### config.mk
export PLATFORM = sky130hd
export DESIGN_NAME = twm_rotator
export DESIGN_NICKNAME = d
export VERILOG_FILES = /design/src/rtl/twm_pkg.sv /design/src/rtl/twm_index.sv /design/src/rtl/twm_rom.sv /design/src/rtl/twm_cmul.sv /design/src/rtl/twm_rotator.sv
export SDC_FILE = /design/constraint.sdc
export NUM_CORES = 2
export LEC_CHECK = 0
export BUFFER_PORTS_ARGS = -buffer_cell sky130_fd_sc_hd__buf_2
export CAP_MARGIN = 30
export CORE_MARGIN = 5
export CORE_UTILIZATION = 35
export CTS_BUF_LIST = sky130_fd_sc_hd__clkbuf_8
export CTS_CLUSTER_DIAMETER = 50
export DETAILED_ROUTE_END_ITERATION = 6
export GPL_ROUTABILITY_DRIVEN = 0
export PLACE_DENSITY_LB_ADDON = 0.1
export SKIP_CTS_REPAIR_TIMING = 1
export SKIP_LAST_GASP = 1
export SYNTH_ARGS = -nofsm -noshare
export SYNTH_HDL_FRONTEND = slang
export SYNTH_HIERARCHICAL = 1
export SYNTH_SLANG_ARGS = --single-unit
### constraint.sdc
create_clock -name clk -period 17.4 [get_ports clk]
set_input_delay 1.74 -clock clk [delete_from_list [all_inputs] [get_ports clk]]
set_output_delay 1.74 -clock clk [all_outputs]
set_load 0.05 [all_outputs]
### src/rtl/twm_pkg.sv
package twm_pkg;

  // Weight applied to the upper counter digit when forming the twiddle exponent
  function automatic logic [1:0] digit_weight(input logic [1:0] digit);
    logic [1:0] w;
    case (digit)
      2'd0:    w = 2'd0;
      2'd1:    w = 2'd2;
      2'd2:    w = 2'd1;
      default: w = 2'd3;
    endcase
    return w;
  endfunction

endpackage

### src/rtl/twm_index.sv
module twm_index #(
  parameter int CNT_W = 8
) (
  input  logic [CNT_W-1:0] cnt_i,
  output logic [CNT_W-1:0] idx_o
);
  import twm_pkg::*;

  localparam int LOW_W = CNT_W - 2;

  logic [1:0]       weight;
  logic [CNT_W-1:0] weight_ext;
  logic [CNT_W-1:0] low_ext;

  always_comb begin
    weight     = digit_weight(cnt_i[CNT_W-1 -: 2]);
    weight_ext = {{LOW_W{1'b0}}, weight};
    low_ext    = {2'b00, cnt_i[LOW_W-1:0]};
    idx_o      = weight_ext * low_ext;
  end

endmodule

### src/rtl/twm_rom.sv
module twm_rom #(
  parameter int CNT_W = 8,
  parameter int TW_W  = 16
) (
  input  logic                   clk,
  input  logic                   rst_n,
  input  logic                   en_i,
  input  logic [CNT_W-1:0]       idx_i,
  output logic signed [TW_W-1:0] c_o,
  output logic signed [TW_W-1:0] s_o
);

  localparam int  DEPTH  = 1 << CNT_W;
  localparam int  FRAC   = TW_W - 2;
  localparam real UNITY  = real'(1 << FRAC);
  localparam real TWO_PI = 6.283185307179586;
  localparam logic signed [TW_W-1:0] ONE = TW_W'(1 << FRAC);

  logic signed [TW_W-1:0] tab_c [DEPTH];
  logic signed [TW_W-1:0] tab_s [DEPTH];

  for (genvar k = 0; k < DEPTH; k++) begin : g_tab
    localparam real ANG = TWO_PI * real'(k) / real'(DEPTH);
    localparam int  CV  = $rtoi($floor(UNITY * $cos(ANG) + 0.5));
    localparam int  SV  = $rtoi($floor(-UNITY * $sin(ANG) + 0.5));
    assign tab_c[k] = TW_W'(CV);
    assign tab_s[k] = TW_W'(SV);
  end

  logic signed [TW_W-1:0] c_d, s_d;

  always_comb begin
    c_d = c_o;
    s_d = s_o;
    if (en_i) begin
      c_d = tab_c[idx_i];
      s_d = tab_s[idx_i];
    end
  end

  always_ff @(posedge clk or negedge rst_n) begin
    if (!rst_n) begin
      c_o <= '0;
      s_o <= '0;
    end else begin
      c_o <= c_d;
      s_o <= s_d;
    end
  end

  // a zero exponent must read back as exactly unity
  assert_unity_twiddle_R5: assert property (@(posedge clk) disable iff (!rst_n)
    (en_i && idx_i == '0) |=> (c_o == ONE && s_o == '0));

endmodule

### src/rtl/twm_cmul.sv
module twm_cmul #(
  parameter int DATA_W = 16,
  parameter int TW_W   = 16
) (
  input  logic                     clk,
  input  logic                     rst_n,
  input  logic [3:0]               en_i,
  input  logic signed [DATA_W-1:0] zr_i,
  input  logic signed [DATA_W-1:0] zi_i,
  input  logic signed [TW_W-1:0]   c_i,
  input  logic signed [TW_W-1:0]   s_i,
  output logic signed [DATA_W-1:0] re_o,
  output logic signed [DATA_W-1:0] im_o
);

  localparam int PW   = DATA_W + TW_W;
  localparam int SW   = PW + 1;
  localparam int FRAC = TW_W - 2;
  localparam int RW   = SW - FRAC;
  localparam logic signed [SW-1:0] HALF = SW'(1) <<< (FRAC - 1);
  localparam logic signed [RW-1:0] RMAX = RW'((1 << (DATA_W - 1)) - 1);
  localparam logic signed [RW-1:0] RMIN = -RMAX - RW'(1);
  localparam logic signed [DATA_W-1:0] DMAX = DATA_W'((1 << (DATA_W - 1)) - 1);
  localparam logic signed [DATA_W-1:0] DMIN = -DMAX - DATA_W'(1);

  // stage 3: four real products
  logic signed [PW-1:0] p_rc_q, p_is_q, p_rs_q, p_ic_q;
  logic signed [PW-1:0] p_rc_d, p_is_d, p_rs_d, p_ic_d;
  // stage 4: difference and sum
  logic signed [SW-1:0] sum_re_q, sum_im_q, sum_re_d, sum_im_d;
  // stage 5: rounded
  logic signed [SW-1:0] biased_re, biased_im;
  logic signed [RW-1:0] rnd_re_q, rnd_im_q, rnd_re_d, rnd_im_d;
  // stage 6: clamped
  logic signed [DATA_W-1:0] re_d, im_d;

  function automatic logic signed [DATA_W-1:0] clamp(input logic signed [RW-1:0] v);
    logic signed [DATA_W-1:0] r;
    if (v > RMAX)      r = DMAX;
    else if (v < RMIN) r = DMIN;
    else               r = v[DATA_W-1:0];
    return r;
  endfunction

  always_comb begin
    p_rc_d = p_rc_q;
    p_is_d = p_is_q;
    p_rs_d = p_rs_q;
    p_ic_d = p_ic_q;
    if (en_i[0]) begin
      p_rc_d = PW'(zr_i) * PW'(c_i);
      p_is_d = PW'(zi_i) * PW'(s_i);
      p_rs_d = PW'(zr_i) * PW'(s_i);
      p_ic_d = PW'(zi_i) * PW'(c_i);
    end

    sum_re_d = sum_re_q;
    sum_im_d = sum_im_q;
    if (en_i[1]) begin
      sum_re_d = SW'(p_rc_q) - SW'(p_is_q);
      sum_im_d = SW'(p_rs_q) + SW'(p_ic_q);
    end

    biased_re = sum_re_q + HALF;
    biased_im = sum_im_q + HALF;
    rnd_re_d  = rnd_re_q;
    rnd_im_d  = rnd_im_q;
    if (en_i[2]) begin
      rnd_re_d = biased_re[SW-1:FRAC];
      rnd_im_d = biased_im[SW-1:FRAC];
    end

    re_d = re_o;
    im_d = im_o;
    if (en_i[3]) begin
      re_d = clamp(rnd_re_q);
      im_d = clamp(rnd_im_q);
    end
  end

  always_ff @(posedge clk or negedge rst_n) begin
    if (!rst_n) begin
      p_rc_q   <= '0;
      p_is_q   <= '0;
      p_rs_q   <= '0;
      p_ic_q   <= '0;
      sum_re_q <= '0;
      sum_im_q <= '0;
      rnd_re_q <= '0;
      rnd_im_q <= '0;
      re_o     <= '0;
      im_o     <= '0;
    end else begin
      p_rc_q   <= p_rc_d;
      p_is_q   <= p_is_d;
      p_rs_q   <= p_rs_d;
      p_ic_q   <= p_ic_d;
      sum_re_q <= sum_re_d;
      sum_im_q <= sum_im_d;
      rnd_re_q <= rnd_re_d;
      rnd_im_q <= rnd_im_d;
      re_o     <= re_d;
      im_o     <= im_d;
    end
  end

  // overflowing rounded values clamp to the rails
  assert_clamp_high_R4: assert property (@(posedge clk) disable iff (!rst_n)
    (en_i[3] && rnd_re_q > RMAX) |=> (re_o == DMAX));
  assert_clamp_low_R4: assert property (@(posedge clk) disable iff (!rst_n)
    (en_i[3] && rnd_im_q < RMIN) |=> (im_o == DMIN));
  // no output update without a valid sample in the last stage
  assert_hold_idle_R7: assert property (@(posedge clk) disable iff (!rst_n)
    !en_i[3] |=> ($stable(re_o) && $stable(im_o)));

endmodule

### src/rtl/twm_rotator.sv
module twm_rotator #(
  parameter int DATA_W = 16,
  parameter int TW_W   = 16,
  parameter int CNT_W  = 8
) (
  input  logic              clk,
  input  logic              rst_n,
  input  logic              in_valid,
  input  logic [DATA_W-1:0] in_re,
  input  logic [DATA_W-1:0] in_im,
  input  logic [CNT_W-1:0]  in_cnt,
  output logic              out_valid,
  output logic [DATA_W-1:0] out_re,
  output logic [DATA_W-1:0] out_im,
  output logic [CNT_W-1:0]  out_cnt
);

  localparam int LAT = 6;

  // reset: asserted asynchronously, released on the clock
  logic rst_meta_q, rst_s_n;
  always_ff @(posedge clk or negedge rst_n) begin
    if (!rst_n) begin
      rst_meta_q <= 1'b0;
      rst_s_n    <= 1'b0;
    end else begin
      rst_meta_q <= 1'b1;
      rst_s_n    <= rst_meta_q;
    end
  end

  // valid and counter delay line
  logic             vld_q [LAT];
  logic             vld_d [LAT];
  logic [CNT_W-1:0] cnt_q [LAT];
  logic [CNT_W-1:0] cnt_d [LAT];

  for (genvar i = 0; i < LAT; i++) begin : g_dly
    if (i == 0) begin : g_head
      always_comb begin
        vld_d[i] = in_valid;
        cnt_d[i] = in_cnt;
      end
    end else begin : g_body
      always_comb begin
        vld_d[i] = vld_q[i-1];
        cnt_d[i] = cnt_q[i-1];
      end
    end
    always_ff @(posedge clk or negedge rst_s_n) begin
      if (!rst_s_n) begin
        vld_q[i] <= 1'b0;
        cnt_q[i] <= '0;
      end else begin
        vld_q[i] <= vld_d[i];
        cnt_q[i] <= cnt_d[i];
      end
    end
  end

  // stage 1: capture sample and compute exponent; stage 2: align with table read
  logic [CNT_W-1:0]         idx_comb, idx_q, idx_d;
  logic signed [DATA_W-1:0] zr1_q, zi1_q, zr1_d, zi1_d;
  logic signed [DATA_W-1:0] zr2_q, zi2_q, zr2_d, zi2_d;

  twm_index #(.CNT_W(CNT_W)) u_index (
    .cnt_i (in_cnt),
    .idx_o (idx_comb)
  );

  always_comb begin
    idx_d = idx_q;
    zr1_d = zr1_q;
    zi1_d = zi1_q;
    if (in_valid) begin
      idx_d = idx_comb;
      zr1_d = in_re;
      zi1_d = in_im;
    end
    zr2_d = zr2_q;
    zi2_d = zi2_q;
    if (vld_q[0]) begin
      zr2_d = zr1_q;
      zi2_d = zi1_q;
    end
  end

  always_ff @(posedge clk or negedge rst_s_n) begin
    if (!rst_s_n) begin
      idx_q <= '0;
      zr1_q <= '0;
      zi1_q <= '0;
      zr2_q <= '0;
      zi2_q <= '0;
    end else begin
      idx_q <= idx_d;
      zr1_q <= zr1_d;
      zi1_q <= zi1_d;
      zr2_q <= zr2_d;
      zi2_q <= zi2_d;
    end
  end

  logic signed [TW_W-1:0] tw_c, tw_s;

  twm_rom #(.CNT_W(CNT_W), .TW_W(TW_W)) u_rom (
    .clk   (clk),
    .rst_n (rst_s_n),
    .en_i  (vld_q[0]),
    .idx_i (idx_q),
    .c_o   (tw_c),
    .s_o   (tw_s)
  );

  logic signed [DATA_W-1:0] rot_re, rot_im;

  twm_cmul #(.DATA_W(DATA_W), .TW_W(TW_W)) u_cmul (
    .clk   (clk),
    .rst_n (rst_s_n),
    .en_i  ({vld_q[4], vld_q[3], vld_q[2], vld_q[1]}),
    .zr_i  (zr2_q),
    .zi_i  (zi2_q),
    .c_i   (tw_c),
    .s_i   (tw_s),
    .re_o  (rot_re),
    .im_o  (rot_im)
  );

  assign out_valid = vld_q[LAT-1];
  assign out_cnt   = cnt_q[LAT-1];
  assign out_re    = rot_re;
  assign out_im    = rot_im;

  // cycles since reset release, so the latency checks never look before it
  logic [3:0] since_q;
  always_ff @(posedge clk or negedge rst_s_n) begin
    if (!rst_s_n)             since_q <= '0;
    else if (since_q != 4'hF) since_q <= since_q + 4'd1;
  end

  // fixed six-edge alignment of flag and counter
  assert_valid_latency_R1: assert property (@(posedge clk) disable iff (!rst_s_n)
    (since_q > 4'd7) |-> (out_valid == $past(in_valid, 6)));
  assert_cnt_latency_R1: assert property (@(posedge clk) disable iff (!rst_s_n)
    (since_q > 4'd7) |-> (out_cnt == $past(in_cnt, 6)));

endmodule

==> out/qor.yml <==
outcome: "finished clean"
first_global_vias: 47800
worst-setup-path-type: "reg2reg"
most_used_flip_flop_cell_after_synthesis: "dfrtp_1"
worstSetupStartpointType: "flop"
syn-instance-count: 6548
final_cell_area_um2: 65800
clockBufferDepth: 3
clock_sink_count: 398
die_area_um2: 184000
timing.clock.skew_ps: 65.1
viasPerCell: 5.08
worst-endpoint-arrival_ps: 8290
min_period_ps: 7620
track_usage: 0.209
r2r.worst_path.cells: 21
crit_path_top_delay_cell: "clkinv_1"
area_growth_syn_to_layout_pct: 7.02
placeableCoreArea_um2: 174000
remaining_drc_errors: 0
finalSetupTns_ps: 0
drt-initial-drc-count: 3875
die_h_um: 429
grt_overflow: 0
max_stage_delay_ps: 560
tritoncts_buffer_count: 84
maximum_number_of_pins_on_one_net_before_global_route_repair: 81
layout-drive-gt1-share: 0.0869
final_core_utilization: 0.378
route.final.wire_length_mm: 189
asyncSetResetFlopFracSynth: 1.00
io_pins: 84
clk_pin_slew_worst_paths_ps: 60
timing_limited_maximum_frequency_mhz: 131
critPathMostFrequentCell: "fa_1"
design.final.nets: 7963
htreeDepth: 3
max_slew.worst_pin.slew_ps: 990
crit_path_cell_trace: "buf_4 -> clkinv_1 -> nor2_1 -> fa_1 -> fa_1 -> fa_1 -> fa_1 -> fa_1 -> inv_1 -> fa_1 -> inv_1 -> ha_1 -> nand4_1 -> or2_2 -> or3b_1 -> a21oi_1 -> o41ai_2 -> o2111ai_1 -> a21oi_1 -> xnor2_1 -> a21oi_1"
wire_length_of_the_first_global_routing_pass_mm: 298
seq_area_frac_synth: 0.162
syn_area_per_cell_um2: 9.40
worstPathMaxFanout: 14
report.final.setup_viol: 0
ys_ff_latch: 398
number_of_warnings_printed_during_yosys_synthesis: 6
syn-cell-area_um2: 61500
synth_fp_nets: 8054
detailedRoute.firstPassIterationCount: 6
maxCapViolCount: 0
ctsRootBufferMaster: "clkbuf_8"
final-hold-violation-count: 0
vias: 44900
worst_ep_required_time_ps: 18070
clkLatencyLatePin_ps: 840
critical_path.endpoint_type: "flop"
drv_slew: 0
worst-r2r-setup-slack_ps: 9780
fp.dieW_um: 429
grt_antenna_before_repair: 4
place_area_um2: 64000
timing.hold.worst.class: "reg2reg"
port_buffers: 83
setup_repair_after_global_routing_missed_its_margin: "false"
synth_cell_type_count: 104
antenna_violating_nets_post_route: 0
whs_path_depth: 0
placementRows: 153
route.detailed.wl_per_inst_um: 21.4
slew-limit-headroom: 0.335
period_share: 0.438
post-dp-hpwl_mm: 142
cts_tree: "done"
floorplan.initialDensity: 0.353
number_of_flops_mapped_to_enable_cells_by_yosys: 0
[stage by stage]
stage	cells	setup slack (ps)	hold WS, ps
floorplan	6548	5490	331
global placement	8693	9730	332
detailed placement	8695	9700	335
CTS	8845	9760	339
global route	8847	9480	349
finish	8849	9780	337
[cell type report]
cell class,instances,area (um2)
clock inverters,54,437
diodes,3,7.51
multi-input cells,4527,45200
clock buffers,96,1320
repair buffers,175,1150
fillers,17900,109000
inverters,1271,4770
flip-flops and latches,398,10000
well taps,2325,2910
[cell usage after synthesis (12+ instances only)]
master | number | share of area
a211oi_1 | 29 | 0.0035
nor2_1 | 227 | 0.014
a311oi_1 | 17 | 0.0024
nand2_1 | 620 | 0.038
o21bai_1 | 21 | 0.0026
nand2b_1 | 65 | 0.0066
ha_1 | 414 | 0.084
mux2i_1 | 26 | 0.0042
clkbuf_1 | 273 | 0.017
inv_1 | 1266 | 0.077
a31oi_1 | 45 | 0.0046
a21o_1 | 76 | 0.0093
buf_2 | 40 | 0.0033
nand4_1 | 28 | 0.0028
and2_1 | 514 | 0.052
o22ai_1 | 42 | 0.0043
o21ai_0 | 155 | 0.013
o31ai_1 | 18 | 0.0022
and3_1 | 24 | 0.0024
o21a_1 | 26 | 0.0032
nand3_1 | 87 | 0.0071
nand3b_1 | 15 | 0.0018
nor3_1 | 48 | 0.0039
o211ai_1 | 35 | 0.0043
fa_1 | 1049 | 0.34
dfrtp_1 | 398 | 0.16
xnor2_1 | 152 | 0.022
mux2_2 | 161 | 0.029
o21ai_1 | 12 | 0.00098
buf_4 | 16 | 0.0020
xor2_1 | 59 | 0.0084
a21oi_1 | 235 | 0.019
nor2b_1 | 49 | 0.0050
mux2_4 | 30 | 0.0073
[kinds of logic (layout without fill, tap and decap cells)]
| group | after synthesis | in the layout | synth area share |
|---|---|---|---|
| other | 1 | 4 | 0.0000610 |
| XOR/XNOR | 211 | 211 | 0.0300 |
| AND/OR/NAND/NOR | 1748 | 1748 | 0.142 |
| multiplexers | 218 | 218 | 0.0414 |
| flip-flops | 398 | 398 | 0.162 |
| AO/OA/AOI/OAI | 886 | 886 | 0.0959 |
| buffers and inverters | 1623 | 1596 | 0.103 |
| adder cells (fa/ha/maj) | 1463 | 1463 | 0.426 |
[critical path: cells and delay by family (launching register included)]
| kind | cells | cell delay, ps |
|---|---|---|
| and+or+nand+nor | 4 | 1250 |
| xor gates and xnor gates | 1 | 270 |
| buffers and inverters | 4 | 960 |
| adders and majority gates | 7 | 3270 |
| DFF | 1 | 540 |
| AOI/OAI and AO/OA | 5 | 1220 |
[registers in the layout (all words and copies together), names as in the netlist, 19 cells and up]
signal / count
u_cmul/rnd_im_q: 19
u_cmul/sum_re_q: 20
u_cmul/p_rs_q: 32
u_cmul/p_is_q: 32
u_cmul/rnd_re_q: 19
u_cmul/p_ic_q: 32
u_cmul/sum_im_q: 20
cnt_d: 40
u_cmul/p_rc_q: 32
[cells in the final DEF (no fill, tap or decap), types with 11 or more instances in the layout]
cell,count
a211o_1,11
a211oi_1,29
a21o_1,76
a21oi_1,235
a311oi_1,17
a31oi_1,45
and2_1,514
and3_1,24
buf_2,83
buf_4,89
clkbuf_8,96
dfrtp_1,373
dfrtp_2,20
fa_1,1049
ha_1,414
inv_1,1293
mux2_2,161
mux2_4,30
mux2i_1,26
nand2_1,620
nand2b_1,65
nand3_1,87
nand3b_1,15
nand4_1,28
nor2_1,227
nor2b_1,49
nor3_1,48
o211ai_1,35
o21a_1,26
o21ai_0,155
o21ai_1,12
o21bai_1,21
o22ai_1,42
o31ai_1,18
or3_1,11
xnor2_1,152
xor2_1,59
[per-layer routing]
layer  share of wire  GRT usage
met3           0.052     0.0319
met5               0          0
met4           0.025     0.0516
met1            0.48      0.306
met2            0.44      0.323
[worst paths after layout]
kind | start | to
max | u_rom/c_o[15] | u_cmul/p_ic_q[31]
min | rst_meta_q | rst_s_n
max reg2reg | u_rom/c_o[15] | u_cmul/p_ic_q[31]
min reg2reg | rst_meta_q | rst_s_n
max in group asynchronous | rst_s_n | vld_d[3]
min in group asynchronous | rst_s_n | zi1_q[4]
Power is not shown: default switching activity piles up to over one toggle a cycle in this logic, so the estimate is an artifact.
